File: src/rtl/cfg_timer816.sv
module cfg_timer816 (
  input  logic       clk,
  input  logic       rst_n,
  input  logic [2:0] clk_sel,
  input  logic       tick,
  input  logic [2:0] mode,
  input  logic [1:0] addr,
  input  logic       wr,
  input  logic       rd,
  input  logic [7:0] wdata,
  output logic [7:0] rdata,
  input  logic       ovf_ack,
  input  logic       cmp_ack,
  output logic       ovf_flag,
  output logic       cmp_flag
);

  logic [7:0] cnt_lo, cnt_hi, tmp, ocr;
  logic [7:0] lo_n, hi_n;

  wire wide   = mode[1];
  wire ctc    = (mode == 3'b001);
  wire run    = (clk_sel != 3'd0) && tick;
  wire wr_lo  = wr && (addr == 2'd0);
  wire wr_hi  = wr && (addr == 2'd1);
  wire wr_ocr = wr && (addr == 2'd2);
  wire wr_flg = wr && (addr == 2'd3);
  wire lo_max = (cnt_lo == 8'hFF);
  wire wrap   = run && !wr_lo && lo_max && (!wide || cnt_hi == 8'hFF);
  wire match  = run && !wr_lo && ctc && (cnt_lo == ocr);

  always_comb begin
    lo_n = cnt_lo;
    hi_n = wide ? cnt_hi : 8'h00;
    if (wr_lo) begin
      lo_n = wdata;
      hi_n = wide ? tmp : 8'h00;
    end else if (match) begin
      lo_n = 8'h00;
      hi_n = 8'h00;
    end else if (run) begin
      lo_n = cnt_lo + 8'd1;
      hi_n = wide ? cnt_hi + {7'd0, lo_max} : 8'h00;
    end
  end

  always_ff @(posedge clk or negedge rst_n) begin
    if (!rst_n) begin
      cnt_lo   <= 8'h00;
      cnt_hi   <= 8'h00;
      tmp      <= 8'h00;
      ocr      <= 8'h00;
      ovf_flag <= 1'b0;
      cmp_flag <= 1'b0;
    end else begin
      cnt_lo <= lo_n;
      cnt_hi <= hi_n;
      if (wr_hi)
        tmp <= wdata;
      else if (rd && addr == 2'd0)
        tmp <= cnt_hi;
      if (wr_ocr)
        ocr <= wdata;
      ovf_flag <= wrap  | (ovf_flag & ~(wr_flg & wdata[0]) & ~ovf_ack);
      cmp_flag <= match | (cmp_flag & ~(wr_flg & wdata[1]) & ~cmp_ack);
    end
  end

  always_comb begin
    case (addr)
      2'd0:    rdata = cnt_lo;
      2'd1:    rdata = tmp;
      2'd2:    rdata = ocr;
      default: rdata = {6'd0, cmp_flag, ovf_flag};
    endcase
  end

  AST_HOLD_STOPPED: assert property (@(posedge clk) disable iff (!rst_n)
    (clk_sel == 3'd0 && !wr) |=> $stable(cnt_lo));
  AST_WRITE_WINS: assert property (@(posedge clk) disable iff (!rst_n)
    wr_lo |=> (cnt_lo == $past(wdata)));
  AST_WRITE_NO_FLAG: assert property (@(posedge clk) disable iff (!rst_n)
    (wr_lo && !ovf_flag && !cmp_flag) |=> (!ovf_flag && !cmp_flag));
  AST_OVF_8BIT: assert property (@(posedge clk) disable iff (!rst_n)
    (run && !wr_lo && !wide && lo_max) |=> (ovf_flag && cnt_lo == 8'h00));
  AST_CTC_CLEAR: assert property (@(posedge clk) disable iff (!rst_n)
    (run && !wr_lo && ctc && cnt_lo == ocr) |=> (cmp_flag && cnt_lo == 8'h00));
  AST_OVF_STICKY: assert property (@(posedge clk) disable iff (!rst_n)
    (ovf_flag && !ovf_ack && !(wr_flg && wdata[0])) |=> ovf_flag);
  AST_TMP_LATCH: assert property (@(posedge clk) disable iff (!rst_n)
    (rd && addr == 2'd0 && !wr) |=> (tmp == $past(cnt_hi)));
  AST_HI_ZERO: assert property (@(posedge clk) disable iff (!rst_n)
    !wide |=> (cnt_hi == 8'h00));

endmodule

File: config.mk
export PLATFORM = sky130hd
export DESIGN_NAME = cfg_timer816
export DESIGN_NICKNAME = d
export VERILOG_FILES = /design/src/rtl/cfg_timer816.sv
export SDC_FILE = /design/constraint.sdc
export NUM_CORES = 1
export LEC_CHECK = 0
export ABC_AREA = 1
export BUFFER_PORTS_ARGS = -buffer_cell sky130_fd_sc_hd__buf_2
export CORE_AREA = 2 2 90 92
export CTS_CLUSTER_DIAMETER = 100
export DETAILED_ROUTE_END_ITERATION = 12
export DIE_AREA = 0 0 92 94
export PLACE_DENSITY = 0.46
export RECOVER_POWER = 50
export SLEW_MARGIN = 20
export SYNTH_ARGS = -nofsm -noshare
export SYNTH_HDL_FRONTEND = slang
export SYNTH_SLANG_ARGS = --single-unit
export TNS_END_PERCENT = 50
File: constraint.sdc
create_clock -name clk -period 3.9 [get_ports clk]
set_clock_uncertainty 0.2 [all_clocks]
set_input_delay 0 -clock clk [delete_from_list [all_inputs] [get_ports clk]]
set_output_delay 0 -clock clk [all_outputs]
set_load 0.1 [all_outputs]
==> results of run 1 <==
-- power breakdown --
group | leakage [nW] | switching [W] | total, W | internal (W)
registers | 0.443 | 0.0000538 | 0.000453 | 0.000400
logic | 0.875 | 0.000249 | 0.000354 | 0.000105
clock network | 0.0431 | 0.000132 | 0.000268 | 0.000136
-- per-stage QoR --
stage               total power, W  std cells  util [%]  setup slack [ns]  area [µm²]
floorplan                 0.000725        304         -              1.71        2230
global placement          0.000813        434      32.6              1.59        2480
detailed placement        0.000815        434      32.6              1.46        2480
CTS                        0.00109        454      35.6              1.45        2710
global route               0.00115        454      35.1              1.26        2670
finish                     0.00108        454      35.1              1.47        2670
-- worst max-delay path, stage by stage (launching register included) --
cell,delay [ns]
dfrtp_1,0.40
ha_1,0.19
nand2_1,0.08
inv_1,0.08
nand4_1,0.13
nor3_1,0.33
ha_1,0.26
nand3_1,0.12
nor2_1,0.24
nand4_1,0.12
nand3_1,0.11
nand3_1,0.06
-- cell type report --
| cell class | instances | share of cell area [%] |
|---|---|---|
| inverter | 47 | 6.69 |
| tap | 102 | 4.78 |
| multi-input combinational | 219 | 42.5 |
| timing repair buffer | 46 | 11.1 |
| clock buffer | 6 | 3.09 |
| sequential | 34 | 31.8 |
-- worst paths after layout --
path                            from   endpoint  slack [ns]  cells past startpoint
min in group asynchronous      rst_n  cnt_lo[4]        0.62                      2
hold / removal                    wr     tmp[6]        0.01                      4
hold reg to reg               tmp[7]     tmp[7]        0.33                      2
setup / recovery           cnt_lo[1]  cnt_hi[7]        1.47                     11
max in group asynchronous      rst_n  cnt_hi[6]        1.74                      2
setup reg to reg           cnt_lo[1]  cnt_hi[7]        1.47                     11
-- layer usage --
metal  wire [µm]  global-route usage, %  share of wire (%)
met1        3110                   21.6                 49
met2        3010                   26.5                 47
met3         137                   1.85                2.2
met4         102                   5.72                1.6
met5           0                      0                  0
-- kinds of logic (layout without fill, tap and decap cells) --
logic type | count (synthesis) | count (layout) | synth area share (%)
AO/OA/AOI/OAI | 40 | 40 | 13.4
XOR/XNOR | 8 | 8 | 3.14
adder cells (fa/ha/maj) | 3 | 3 | 1.68
buffers and inverters | 51 | 99 | 9.49
flip-flops | 34 | 34 | 38.2
AND/OR/NAND/NOR | 168 | 168 | 34.1
-- placed cells by master (no fill, tap or decap), drive strengths merged --
cell | netlist | layout
buf | 4 | 30
clkbuf | 0 | 8
dfrtp | 34 | 34
dlygate4sd3 | 0 | 14
ha | 3 | 3
inv | 47 | 47
nand2 | 111 | 111
nand3 | 31 | 31
nand4 | 6 | 6
nor2 | 17 | 17
nor3 | 2 | 2
o2111ai | 2 | 2
o211ai | 9 | 9
o21ai | 15 | 15
o221ai | 6 | 6
o22ai | 8 | 8
or2 | 1 | 1
xnor2 | 3 | 3
xor2 | 5 | 5
-- sequential cells by signal (all words and copies together), names as in the netlist --
signal and flops:
ocr 8, cmp_flag 1, ovf_flag 1, cnt_hi 8, cnt_lo 8, tmp 8
==> metrics.md, run 1 <==
| Metric | Value |
|---|---|
| Max_cap viols | `1` |
| Port bufs | `32` |
| Core area | `7610 µm²` |
| Clk slew on worst S/H paths | `roughly 0.07 ns` |
| DRC | `0` |
| Die Wd | `92 µm` |
| # H-tree levels | `2` |
| Critical path class | `flop to flop` |
| P per Cell Area | `402 nW/µm²` |
| Vias/cell | `4.69` |
| Diode count | `0` |
| Initial drt markers | `87` |
| Die height | `94 µm` |
| DR WL/cell | `14.0 µm` |
| Layout cells sized above 1 | `approximately 15%` |
| I/O pin cnt | `33` |
| Syn_nets | `330` |
| Most frequent cell after synthesis | `nand2_1` |
| Initial antenna violation count | `0` |
| Crit path time final | `approximately 2.4 ns` |
| CTS root buffer | `clkbuf_8` |
| CTS tree | `built` |
| Final global-route overflow total | `0` |
| Clock insertion delay at the later pin of the skew report | `between 0.2 and 0.3 ns` |
| Hold slack | `0.00990 ns` |
| Clock Sinks | `34` |
| Pin count of the biggest net entering global routing | `35` |
| Cell taking the most area after synthesis | `dfrtp_1` |
| Area occupied by multi-input gates | `roughly 1100 µm²` |
| 1st-pass router iterations | `5` |
| Startpoint class of the critical path | `flop` |
| Yosys top cell area share | `38.2%` |
| Fin crit share | `62.2%` |
| Synth Instances | `between 300 and 400` |
| Synth Cell Area | `2230 µm²` |
| First-pass GRT wire length | `11.0 mm` |
| Vias post-DR | `2128` |
| Initial Utilization | `29.3%` |
| Total CTS buffers | `5` |
| Antenna Nets Post-Route | `0` |
| Number of global-route vias before repair | `2151` |
| Critical Path Fanout Max | `4` |
| Post-detail-place hpwl | `4.73 mm` |
| CP endpoint kind | `flop` |
| Gp weighted congestion | `between 0.8 and 0.9` |
| Peak supply drop | `0.000132 V` |
| Row cnt | `32` |
| Arrival @ worst endpoint | `between 2 and 2.5 ns` |
| Top post-synthesis cells by count | `nand2_1, inv_1, dfrtp_1, nand3_1, nor2_1` |
| Final hold vios | `0` |
| Hold-fix buffers, CTS | `14` |
| Hold/Removal Path Class | `input pin to flop` |
| Status | `finished, violations left` |
| Ys async rst share | `100%` |
| Die area | `roughly 8600 µm²` |
| RSZ-0062 raised after global routing | `false` |
| Max frequency | `slightly above 0.4 GHz` |
| Setup violators final | `0` |
| Post-CTS sizing | `0` |
| TNS Setup | `0 ns` |
| Fillers | `between 800 and 900` |
| Sequential area share after synthesis | `38.2%` |
| Final WL | `approximately 6.4 mm` |
| Slew HR | `-32.8%` |
| Worst endpoint required time | `3.87 ns` |
| Max Slew Vio Count | `35` |
| Register area | `851 µm²` |
| Yosys warns | `0` |
| Flop and latch count out of synthesis | `34` |
| Nets | `379` |
| Clk buf depth | `2` |
| Setup repair bufs after CTS | `0` |
| Layout overhead on the synthesized area | `19.9%` |
| Synth Flop Type | `dfrtp_1` |
| Syn Area/Cell | `7.33 µm²` |
| Ranking of synthesized cells by area | `dfrtp_1, nand2_1, inv_1` |
| Lkg Pwr | `1.36 nW` |
| Synth unique cells | `28` |
| Failing checks | `capacitance limit, slew limit` |
| Tightest Pin Transition | `1.99 ns` |
| Tot GR Track Use | `between 15 and 20%` |
| Number of synthesized flops with an enable pin | `0` |
Power figures use the tool's default switching activity.
==> run 2: changes to the inputs <==
Settings changed: ABC_AREA 1 to 0, CORE_AREA 2 2 90 92 to 2 2 89 91, DIE_AREA 0 0 92 94 to 0 0 91 93.
Clock period 3.9 ns to 2.5 ns, I/O delays scaled along.
==> metrics.md, run 2 <==
| Metric | Value |
|---|---|
| Status | `finished, final reports clean (was finished, violations left)` |
| Slew HR | `41.4% (was -32.8%)` |
| Register area | `851 µm² (unchanged)` |
| Max_cap viols | `0 (was 1)` |
| Clk slew on worst S/H paths | `0.06 ns (was 0.07 ns)` |
| Vias post-DR | `1930 (was 2128)` |
| Number of synthesized flops with an enable pin | `0 (unchanged)` |
| Total CTS buffers | `5 (unchanged)` |
| Finished layout cell area | `2750 µm² (was 2670 µm²)` |
| Max Slew Vio Count | `0 (was 35)` |
| Post-route insts no fill | `389 (was 454)` |
| Cell taking the most area after synthesis | `dfrtp_1 (unchanged)` |
| Area occupied by multi-input gates | `1240 µm² (was 1130 µm²)` |
| Critical Path Fanout Max | `10 (was 4)` |
| Clock Sinks | `34 (unchanged)` |
| Ys async rst share | `100% (unchanged)` |
| Peak supply drop | `0.000287 V (was 0.000132 V)` |
| RSZ-0062 raised after global routing | `false (unchanged)` |
| CTS tree | `built (unchanged)` |
| First-pass GRT wire length | `10.2 mm (was 11.0 mm)` |
| Layout cells sized above 1 | `25.1% (was 15.1%)` |
| Fin crit share | `90.1%` |
| Core area | `7530 µm² (was 7610 µm²)` |
| Die height | `93 µm (was 94 µm)` |
| Lkg Pwr | `1.17 nW (was 1.36 nW)` |
| Pin count of the biggest net entering global routing | `35 (unchanged)` |
| Startpoint class of the critical path | `input pin (was flop)` |
| I/O pin cnt | `33 (unchanged)` |
| Final hold vios | `0 (unchanged)` |
| DR WL/cell | `16.0 µm (was 14.0 µm)` |
| Placed instance count | `368 (was 434)` |
| P per Cell Area | `658 nW/µm² (was 402 nW/µm²)` |
| Die Wd | `91 µm (was 92 µm)` |
| Row cnt | `32 (unchanged)` |
| Final WL | `6.21 mm (was 6.36 mm)` |
| Total chip power | `0.00181 W (was 0.00108 W)` |
| Worst stage delay on the critical path | `0.53 ns (was 0.40 ns)` |
| Tightest Pin Transition | `0.879 ns (was 1.99 ns)` |
| Crit path time final | `2.25 ns` |
| Slowest CP cell | `dlygate4sd3_1 (was dfrtp_1)` |
| Number of global-route vias before repair | `1878 (was 2151)` |
| Antenna Nets Post-Route | `0 (unchanged)` |
| Synth Cell Area | `2170 µm² (was 2230 µm²)` |
| # H-tree levels | `2 (unchanged)` |
| Fillers | `817 (was 852)` |
| Flop and latch count out of synthesis | `34 (unchanged)` |
| Hold/Removal Path Class | `input pin to flop (unchanged)` |
| Commonest non-fill, non-tap cell in the layout | `dfrtp_1 (was nand2_1)` |
| Port bufs | `32 (unchanged)` |
| Most frequent cells in the layout | `dfrtp_1, buf_2, nand2_1, buf_4, o21ai_0 (was nand2_1, inv_1, dfrtp_1, nand3_1, buf_2)` |
| Arrival @ worst endpoint | `2.22 ns (was 2.40 ns)` |
| Gp weighted congestion | `0.782 (was 0.814)` |
| Crit. path cell count | `8 (was 11)` |
| Synth unique cells | `45 (was 28)` |
| Clock insertion delay at the later pin of the skew report | `0.29 ns (about the same)` |
| Cell Area, Placed | `2510 µm² (was 2480 µm²)` |
| Initial antenna violation count | `0 (unchanged)` |
| Most frequent cell after synthesis | `dfrtp_1 (was nand2_1)` |
| Die area | `8460 µm² (was 8650 µm²)` |
| Vias/cell | `4.96 (was 4.69)` |
| CP Buf/Inv Count | `3 (was 1)` |
| Max frequency | `0.444 GHz` |
| Syn Area/Cell | `9.28 µm² (was 7.33 µm²)` |
| Tot GR Track Use | `15.5% (was 16.0%)` |
| DRC | `0 (unchanged)` |
| Layout overhead on the synthesized area | `26.6% (was 19.9%)` |
| Initial Utilization | `28.8% (was 29.3%)` |
| Critical path class | `input pin to flop (was flop to flop)` |
| Pre-CTS WS | `0.187 ns (was 1.46 ns)` |
| Sequential area share after synthesis | `39.2% (was 38.2%)` |
| Syn_nets | `260 (was 330)` |
| 1st-pass router iterations | `4 (was 5)` |
| Diode count | `0 (unchanged)` |
| Synth Instances | `234 (was 304)` |
| CTS root buffer | `clkbuf_8 (unchanged)` |
| Yosys warns | `0 (unchanged)` |
| Final worst slack | `0.247 ns (was 1.47 ns)` |
| Ranking of synthesized cells by area | `dfrtp_1, mux2i_1, o21ai_0 (was dfrtp_1, nand2_1, inv_1)` |
| Top post-synthesis cells by count | `dfrtp_1, nand2_1, o21ai_0, a21oi_1, mux2i_1 (was nand2_1, inv_1, dfrtp_1, nand3_1, nor2_1)` |
| Worst path cell trace | `dlygate4sd3_1 -> buf_2 -> or3b_4 -> nor4_4 -> and4bb_1 -> buf_4 -> o21ai_1 -> o21a_1 (was ha_1 -> nand2_1 -> inv_1 -> nand4_1 -> nor3_1 -> ha_1 -> nand3_1 -> nor2_1 -> nand4_1 -> nand3_1 -> nand3_1)` |
| Setup violators final | `0 (unchanged)` |
| Hold Path Depth | `4 (unchanged)` |
| Nets | `314 (was 379)` |
| Final global-route overflow total | `0 (unchanged)` |
| Synth Flop Type | `dfrtp_1 (unchanged)` |
| CP endpoint kind | `flop (unchanged)` |
| Reg2Reg Depth | `10 (was 11)` |
| Yosys top cell area share | `39.2% (was 38.2%)` |
| Initial drt markers | `115 (was 87)` |
| Post-detail-place hpwl | `4.60 mm (was 4.73 mm)` |
| Worst endpoint required time | `2.47 ns (was 3.87 ns)` |
| CP top delay family | `simple AND/OR/NAND/NOR gates (unchanged)` |
| Clk buf depth | `2 (unchanged)` |
[run 2: cell count changes in the layout (fill, tap and decap cells not counted), sizes merged, moves of 5 or more]
| cell | previous run | this run |
|---|---|---|
| buf | 30 | 48 |
| o221ai | 6 | 1 |
| o21ai | 15 | 25 |
| mux2i | 0 | 15 |
| o211ai | 9 | 0 |
| nand2 | 111 | 26 |
| a21oi | 0 | 16 |
| nor2 | 17 | 11 |
| nand3 | 31 | 7 |
| o21a | 0 | 8 |
| mux2 | 0 | 8 |
| inv | 47 | 3 |
| o22ai | 8 | 0 |
[run 2: timing repair]
action	CTS	global route
hold buffers	14	0
buffers inserted	0	1
resized for setup	0	2
endpoints found under the setup margin	0	2
hold endpoints to repair	68	0
[run 2: report_power, final]
part / switching, W / leakage, nW / internal, W / total, W
Combinational: 0.000429 / 0.699 / 0.000261 / 0.000691
Sequential: 0.0000825 / 0.423 / 0.000632 / 0.000714
Clock: 0.000190 / 0.0431 / 0.000212 / 0.000403
Total: 0.000702 / 1.17 / 0.00111 / 0.00181
[run 2: worst paths after layout]
path | startpoint | to | slack [ns]
setup / recovery | mode[1] | cnt_lo[6] | 0.25
max in group asynchronous | rst_n | ovf_flag | 1.38
setup reg to reg | cnt_lo[0] | cnt_hi[4] | 0.32
hold reg to reg | ocr[3] | ocr[3] | 0.36
hold / removal | tick | cnt_hi[0] | 0.10
min in group asynchronous | rst_n | tmp[6] | 0.17
[run 2: layout make-up]
cell class	count	share of cell area, %
Timing Repair Buffer	65	15.9
Sequential cell	34	31.0
Tap cell	102	4.64
Inverter	3	0.410
Clock buffer	6	3.01
Multi-Input combinational cell	179	45.0
[run 2: worst min-delay path: stages]
cell and delay [ns]:
buf_2 0.11, o31a_1 0.23, nand3b_1 0.14, a21oi_1 0.06
[run 2: routing by layer]
| layer | routed length [µm] | global-route usage [%] |
|---|---|---|
| met4 | 77 | 3.91 |
| met3 | 252 | 3.06 |
| met5 | 0 | 0 |
| met1 | 3130 | 22.7 |
| met2 | 2750 | 23.6 |
[run 2: metrics by stage]
step | TNS [ns] | hold slack (ns) | utilization, %
3_3_place_gp | 0 | -0.0486 | 33.4
2_1_floorplan | -1.10 | -0.496 | -
4_1_cts | 0 | 0.0834 | 36.4
3_5_place_dp | 0 | -0.0526 | 33.4
6_report | 0 | 0.102 | 36.5
5_1_grt | 0 | 0.131 | 36.5
[run 2: kinds of logic (layout without fill, tap and decap cells)]
family / count (synthesis) / in the layout / synth area share [%]
compound gates: 63 / 63 / 17.9
xor+xnor: 11 / 11 / 4.44
fa+ha+maj: 3 / 3 / 1.73
buf+inv: 21 / 74 / 4.38
flops: 34 / 34 / 39.2
mux: 25 / 25 / 13.1
simple gates: 77 / 77 / 19.3
